`config.mk`:
```
export PLATFORM = sky130hd
export DESIGN_NAME = bitu
export DESIGN_NICKNAME = d
export VERILOG_FILES = /design/src/rtl/bitu_pkg.sv /design/src/rtl/bitu_mask.sv /design/src/rtl/bitu_alu.sv /design/src/rtl/bitu.sv
export SDC_FILE = /design/constraint.sdc
export NUM_CORES = 1
export LEC_CHECK = 0
export BUFFER_PORTS_ARGS = -buffer_cell sky130_fd_sc_hd__buf_2
export CORE_AREA = 4 4 63 65
export CTS_BUF_LIST = sky130_fd_sc_hd__clkbuf_4 sky130_fd_sc_hd__clkbuf_8
export DETAILED_ROUTE_END_ITERATION = 6
export DIE_AREA = 0 0 67 69
export PLACE_DENSITY = 0.8
export SLEW_MARGIN = 20
export SYNTH_ARGS = -nofsm -noshare
export SYNTH_HDL_FRONTEND = slang
export SYNTH_HIERARCHICAL = 1
export SYNTH_SLANG_ARGS = --single-unit
```
`constraint.sdc`:
```
create_clock -name clk_i -period 0.8 [get_ports clk_i]
set_clock_uncertainty 0.2 [all_clocks]
set_input_delay 0.16 -clock clk_i [delete_from_list [all_inputs] [get_ports clk_i]]
set_output_delay 0.16 -clock clk_i [all_outputs]
set_load 0.1 [all_outputs]
```
`src/rtl/bitu_pkg.sv`:
```
package bitu_pkg;
  typedef enum logic [4:0] {
    K_SET  = 5'd0,
    K_CLR  = 5'd1,
    K_BRS  = 5'd2,
    K_BRC  = 5'd3,
    K_CAND = 5'd4,
    K_COR  = 5'd5,
    K_CXOR = 5'd6,
    K_INV  = 5'd7,
    K_LDC  = 5'd8,
    K_STC  = 5'd9,
    K_TSET = 5'd10,
    K_TCLR = 5'd11
  } kind_e;

  typedef struct packed {
    logic       we;
    logic [7:0] wdata;
    logic       carry;
    logic       nz_we;
    logic       n;
    logic       z;
    logic       taken;
  } res_t;
endpackage

```
`src/rtl/bitu_mask.sv`:
```
module bitu_mask #(
  parameter int DW = 8,
  localparam int IW = $clog2(DW)
) (
  input  logic [IW-1:0] idx_i,
  output logic [DW-1:0] mask_o
);
  for (genvar g = 0; g < DW; g++) begin : g_bit
    assign mask_o[g] = (idx_i == IW'(g));
  end
endmodule

```
`src/rtl/bitu_alu.sv`:
```
module bitu_alu
  import bitu_pkg::*;
(
  input  logic [4:0] kind_i,
  input  logic [7:0] mask_op_i,
  input  logic [7:0] mask_sel_i,
  input  logic [7:0] mem_i,
  input  logic [7:0] acc_i,
  input  logic       carry_i,
  output res_t       res_o
);
  logic       bit_op, bit_sel;
  logic [7:0] diff;

  assign bit_op  = |(mem_i & mask_op_i);
  assign bit_sel = |(mem_i & mask_sel_i);
  assign diff    = acc_i - mem_i;

  always_comb begin
    res_o       = '0;
    res_o.carry = carry_i;
    res_o.wdata = mem_i;
    case (kind_i)
      K_SET:  begin res_o.we = 1'b1; res_o.wdata = mem_i | mask_op_i;  end
      K_CLR:  begin res_o.we = 1'b1; res_o.wdata = mem_i & ~mask_op_i; end
      K_BRS:  res_o.taken = bit_op;
      K_BRC:  res_o.taken = ~bit_op;
      K_CAND: res_o.carry = carry_i & bit_sel;
      K_COR:  res_o.carry = carry_i | bit_sel;
      K_CXOR: res_o.carry = carry_i ^ bit_sel;
      K_INV:  begin res_o.we = 1'b1; res_o.wdata = mem_i ^ mask_sel_i; end
      K_LDC:  res_o.carry = bit_sel;
      K_STC: begin
        res_o.we    = 1'b1;
        res_o.wdata = carry_i ? (mem_i | mask_sel_i) : (mem_i & ~mask_sel_i);
      end
      K_TSET, K_TCLR: begin
        res_o.we    = 1'b1;
        res_o.wdata = (kind_i == K_TSET) ? (mem_i | acc_i) : (mem_i & ~acc_i);
        res_o.nz_we = 1'b1;
        res_o.n     = diff[7];
        res_o.z     = (diff == 8'h00);
      end
      default: ;
    endcase
  end
endmodule

```
`src/rtl/bitu.sv`:
```
module bitu
  import bitu_pkg::*;
#(
  parameter int DW = 8,
  localparam int IW = $clog2(DW),
  localparam int KW = 8 - IW
) (
  input  logic          clk_i,
  input  logic          rst_ni,
  input  logic          valid_i,
  input  logic [7:0]    opc_i,
  input  logic [IW-1:0] bsel_i,
  input  logic [7:0]    mem_i,
  input  logic [7:0]    acc_i,
  input  logic          carry_i,
  output logic          valid_o,
  output logic          we_o,
  output logic [7:0]    wdata_o,
  output logic          carry_o,
  output logic          nz_we_o,
  output logic          n_o,
  output logic          z_o,
  output logic          taken_o
);
  logic [DW-1:0] mask_op, mask_sel;
  logic [4:0]    kind;
  res_t          res, res_q;
  logic          vld_q;

  assign kind = 5'(opc_i[KW-1:0]);

  bitu_mask #(.DW(DW)) u_mask_op  (.idx_i(opc_i[7 -: IW]), .mask_o(mask_op));
  bitu_mask #(.DW(DW)) u_mask_sel (.idx_i(bsel_i),         .mask_o(mask_sel));

  bitu_alu u_alu (
    .kind_i    (kind),
    .mask_op_i (8'(mask_op)),
    .mask_sel_i(8'(mask_sel)),
    .mem_i     (mem_i),
    .acc_i     (acc_i),
    .carry_i   (carry_i),
    .res_o     (res)
  );

  always_ff @(posedge clk_i or negedge rst_ni) begin
    if (!rst_ni) begin
      vld_q <= 1'b0;
      res_q <= '0;
    end else begin
      vld_q <= valid_i;
      res_q <= valid_i ? res : '0;
    end
  end

  assign valid_o = vld_q;
  assign we_o    = res_q.we;
  assign wdata_o = res_q.wdata;
  assign carry_o = res_q.carry;
  assign nz_we_o = res_q.nz_we;
  assign n_o     = res_q.n;
  assign z_o     = res_q.z;
  assign taken_o = res_q.taken;

  // strobes only with a result
  a_r2_strobe_needs_valid: assert property (@(posedge clk_i) disable iff (!rst_ni)
    !valid_o |-> !(we_o || nz_we_o || taken_o));
  a_r2_latency: assert property (@(posedge clk_i) disable iff (!rst_ni)
    valid_i |=> valid_o);
  a_r5_branch_no_write: assert property (@(posedge clk_i) disable iff (!rst_ni)
    $onehot0({we_o, taken_o}));
  a_r4_set_bit: assert property (@(posedge clk_i) disable iff (!rst_ni)
    (valid_i && kind == K_SET) |=> (we_o && ((wdata_o | $past(mem_i)) == wdata_o)));
  a_r6_carry_no_write: assert property (@(posedge clk_i) disable iff (!rst_ni)
    (valid_i && (kind == K_CAND || kind == K_COR || kind == K_CXOR || kind == K_LDC))
      |=> !we_o);
  a_r8_load_carry: assert property (@(posedge clk_i) disable iff (!rst_ni)
    (valid_i && kind == K_LDC) |=> (carry_o == $past(mem_i[bsel_i])));
  a_r9_test_nz: assert property (@(posedge clk_i) disable iff (!rst_ni)
    (valid_i && (kind == K_TSET || kind == K_TCLR)) |=> (nz_we_o && we_o));
  a_r10_unused_quiet: assert property (@(posedge clk_i) disable iff (!rst_ni)
    (valid_i && kind > K_TCLR) |=> !(we_o || nz_we_o || taken_o) && carry_o == $past(carry_i));
endmodule

```
==> summary.md, run 1 <==
| Metric | Value |
|---|---|
| Run status | stopped before the end |
| Failed at | clock tree synthesis (4_1_cts) |
| Err | [ERROR DPL-0038] Utilization greater than 100%, impossible to legalize |
| Root buf cell | clkbuf_4 |
| Cts repair resizes | 95 |
| Yosys warnings | 6 |
| CTS buffer count | 3 |
| Asr flop ratio synth | 1.000 |
| Htree depth | 1 |
| Syn_nets | 268 |
| IO Pins | 46 |
| GP Congestion | 0.9504 |
| CTS Sinks | 15 |
| Std-Cell Rows | 21 |
| Die W | 67 um |
| Dpl cells | 374 |
| Register bit total from synthesis | 15 |
| Initial Util | 0.5426 |
| Post-synth EDFFs | 0 |
| Seq/Total Area, Yosys | 0.2073 |
| Clk buf depth | 2 |
| Mapped Area | 1810 um2 |
| Syn Area/Cell | 8.267 um2 |
| Netlist cell types | 48 |
| # Post-CTS Setup Buffers | 9 |
| Hold buffer count at cts | 1 |
| PortBufs | 45 |
| Die height | 69 um |
| Synth Flop Type | dfrtp_1 |
| Post-DP HPWL | 6.088 mm |
| Mapped Cells | 219 |
==> cells by family after synthesis <==
family,share of synthesized area
DFF,0.2073
adders and majority gates,0.1285
muxes,0.02212
xor gates and xnor gates,0.02903
AOI/OAI and AO/OA,0.2757
and+or+nand+nor,0.2840
buffers and inverters,0.05321
==> through the flow <==
stage / hold WS, ns / setup WS [ns] / utilization / cell area (um2) / setup TNS, ns
after floorplan: -0.3356 / -1.362 / - / 2043 / -13.78
after global placement: -0.1410 / -1.534 / 0.9055 / 3022 / -17.97
after detailed placement: -0.1228 / -1.614 / 0.9055 / 3022 / -19.25
==> Yosys cell counts, types with 3 or more instances <==
master | number | area [um2]
nor3_1 | 9 | 45.04
a211oi_1 | 3 | 22.52
a22oi_1 | 15 | 112.6
o221ai_1 | 3 | 26.28
nor2_1 | 10 | 37.54
clkbuf_1 | 5 | 18.77
xnor2_1 | 4 | 35.03
dfrtp_1 | 15 | 375.4
o22ai_1 | 6 | 37.54
nor4_1 | 3 | 18.77
nor2b_1 | 5 | 31.28
inv_1 | 12 | 45.04
and2_1 | 5 | 31.28
mux2i_1 | 4 | 40.04
o21ai_0 | 14 | 70.07
o21bai_1 | 3 | 22.52
a21oi_1 | 10 | 50.05
or2_2 | 3 | 18.77
o21a_1 | 7 | 52.55
nand2_1 | 10 | 37.54
and2_2 | 10 | 75.07
ha_1 | 17 | 212.7
and3b_2 | 6 | 60.06
nand3b_1 | 3 | 22.52
nor3b_1 | 6 | 45.04
==> run 2: changes to the inputs <==
--- a/config.mk
+++ b/config.mk
@@ -6,11 +6,10 @@
 export NUM_CORES = 1
 export LEC_CHECK = 0
 export BUFFER_PORTS_ARGS = -buffer_cell sky130_fd_sc_hd__buf_2
-export CORE_AREA = 4 4 63 65
-export CTS_BUF_LIST = sky130_fd_sc_hd__clkbuf_4 sky130_fd_sc_hd__clkbuf_8
+export CORE_AREA = 4 4 73 75
 export DETAILED_ROUTE_END_ITERATION = 6
-export DIE_AREA = 0 0 67 69
-export PLACE_DENSITY = 0.8
+export DIE_AREA = 0 0 77 79
+export PLACE_DENSITY_LB_ADDON = 0.15
 export SLEW_MARGIN = 20
 export SYNTH_ARGS = -nofsm -noshare
 export SYNTH_HDL_FRONTEND = slang
==> summary.md, run 2 <==
| Metric | Value |
|---|---|
| Run status | finished with violations |
| Violated checks | negative hold slack, negative setup slack |
| Total gr overflow | 0 |
| Post-Synth Simple-Gate Area | 0.2840 (unchanged) |
| Critical Path RT | 0.78 ns |
| Initial Util | 0.3885 (-0.1541) |
| Clk buf depth | 2 (unchanged) |
| Register bit total from synthesis | 15 (unchanged) |
| ANT cells | 0 |
| GR peak layer | met2 |
| Syn_nets | 268 (unchanged) |
| DRT Pass-1 Iters | 4 |
| Asr flop ratio synth | 1.000 (unchanged) |
| Yosys top cell by area | dfrtp_1 |
| CTS tree | yes |
| Worst relative slew slack | 0.7567 |
| Setup CP Type | input port to flip-flop |
| Netlist cell types | 48 (unchanged) |
| WP buf/inv | 1 |
| Internal Power | 2148 uW |
| Combinational power share | 0.584 |
| Layout cells sized above 1 | 0.6790 |
| Most frequent cells in the layout | buf_4, buf_6, buf_12 |
| Clock power frac | 0.167 |
| Violation count after the first detailed-route iteration | 214 |
| Crit path max-delay family | simple AND/OR/NAND/NOR gates |
| Post-synth EDFFs | 0 (unchanged) |
| Fmax | 487.3 MHz |
| Max reg flops | 8 |
| Final setup vio count | 29 |
| P_leak | 0.001627 uW |
| Yosys warnings | 6 (unchanged) |
| Largest net degree at the start of global routing | 16 |
| Syn Area/Cell | 8.267 um2 (unchanged) |
| Met2 Usage GRT | 0.4172 |
| GRT Util Overall | 0.2358 |
| Setup TNS | -18.01 ns |
| CTS buffer count | 3 (unchanged) |
| Htree depth | 1 (unchanged) |
| IO Pins | 46 (unchanged) |
| Combinational family with the most area after synthesis | simple AND/OR/NAND/NOR gates |
| VDD IR max | 0.0005924 V |
| Crit start category | input port |
| GP Congestion | 0.9101 (-4.2%) |
| Maxcap violations | 0 |
| Met1 global-route usage | 0.2835 |
| Post-DP Area | 3099 um2 (+2.6%) |
| PortBufs | 45 (unchanged) |
| Die area | 6083 um2 |
| Mapped Area | 1810 um2 (unchanged) |
| Root buf cell | clkbuf_8 |
| Net Sw Power | 1267 uW |
| Synth Area in Compound Gates | 0.2757 (unchanged) |
| Met3 Use GR | 0.03401 |
| Core Area | 4661 um2 |
| Final hold violation count | 16 |
| RSZ-0062 raised after global routing | true |
| Pwr Density | 930.6 nW/um2 |
| Critical Path Fanout Max | 2 |
| Clock-pin slew of the registers on the worst-case setup and hold paths | 0.05 ns |
| Synth cell count leaders | ha_1, a22oi_1, dfrtp_1 |
| Hold slack | -0.3946 ns |
| Actual transition at the worst max-transition pin | 0.3611 ns |
| Sw Share | 0.3710 |
| Slowest-stage cell, CP | or4_1 |
| Die W | 77 um (+15%) |
| Largest stage delay, worst path | 0.49 ns |
| Synth Flop Type | dfrtp_1 |
| Cell area after layout | 3670 um2 |
| CTS Sinks | 15 (unchanged) |
| Routed Antenna Nets | 0 |
| Vias per cell | 5.776 |
| Vias in the first global route | 2419 |
| Post-DP HPWL | 5.172 mm (-15%) |
| Seq/Total Area, Yosys | 0.2073 (unchanged) |
| Mean routed wirelength per cell | 17.81 um |
| Critical Path End Type | flip-flop |
| Synth top area share | 0.2073 (unchanged) |
| Cell with the most instances after synthesis | ha_1 |
| Area delta synth->final | 102.7% |
| Arrival time worst endpoint | 2.03 ns |
| Reg power frac | 0.249 |
| Most common cell after layout, fill and taps aside | buf_4 |
| Vias | 2345 |
| Die height | 79 um (+14%) |
| Final Cycle Share | 2.565 |
| Multiplexer share of the synthesized area | 0.02211 (unchanged) |
| Final WS setup | -1.252 ns |
| Worst hold path type | input port to async pin |
| Min cycle time layout | 2.052 ns |
| Std-Cell Rows | 25 (+19%) |
| Mapped Cells | 219 (unchanged) |
| XOR/XNOR share of the synthesized area | 0.02903 (unchanged) |
| Worst setup startpoint | mem_i[0] |
| Global-route wire length before repair | 11.53 mm |
| Initial antenna violation count | 0 |
| Area contributors post-synth | dfrtp_1, ha_1, a22oi_1 |
| Critical-path cell list | buf_2 > ha_4 > fa_2 > nand2b_4 > a21oi_2 > xor2_1 > or4_1 > a2111oi_2 > and2_4 |
| Synth Area in Adders | 0.1285 (unchanged) |
| Slew Limit Fails | 0 |
| DRC | 0 |
| Nets | 402 |
| WL final | 7.230 mm |
## run 2: cell counts after synthesis
No cell type changed its count.
## run 2: timing repair
item | CTS | global route
resized for setup | 79 | 24
setup buffers | 12 | 1
pin swaps | 32 | 14
endpoints found under the setup margin | 29 | 29
endpoints found under the hold margin | 16 | 16
## run 2: path summary, 6_finish.rpt
| check | endpoint | slack, ns | depth (start not counted) |
|---|---|---|---|
| min | wdata_o[1] | -0.39 | 1 |
| min in group clk_i | valid_o | -0.05 | 1 |
| max | z_o | -1.25 | 9 |
| max in group asynchronous | taken_o | 0.53 | 1 |
## run 2: cell type report
class	count	area, um2
Tap cell	54	67.56
Inverter	12	52.55
Timing Repair Buffer	138	1330
Clock buffer	4	45.04
Sequential cell	15	427.9
Fill cell	287	991.0
Multi-Input combinational cell	183	1747
## run 2: metal layers
layer  routed length [um]  share of wire
met4                  159          0.022
met3                  477          0.066
met5                    0              0
met1                 2910           0.40
met2                 3682           0.51
## run 2: power groups by stage
stage | logic, uW | clock network (uW) | registers [uW]
floorplan | 636 | 0 | 1120
global placement | 1620 | 0 | 863
detailed placement | 1650 | 0 | 866
CTS | 1860 | 604 | 850
global route | 2110 | 662 | 851
finish | 1990 | 572 | 849
## run 2: cell families (layout without fill, tap and decap cells)
logic type / count (synthesis) / after routing
compound gates: 72 / 72
xor+xnor: 6 / 6
fa+ha+maj: 18 / 18
buf+inv: 21 / 154
flops: 15 / 15
mux: 4 / 4
simple gates: 83 / 83
## run 2: through the flow
step	power (uW)	utilization	cells	worst slack, ns	hold WS (ns)
2_1_floorplan	1757	-	219	-1.362	-0.3356
5_1_grt	3619	0.7874	406	-1.325	-0.3794
3_5_place_dp	2516	0.6650	391	-1.570	-0.1297
4_1_cts	3311	0.7619	406	-1.279	-0.3921
6_report	3415	0.7874	406	-1.252	-0.3946
3_3_place_gp	2484	0.6650	391	-1.555	-0.1386
(Power assumes the default switching activity.)
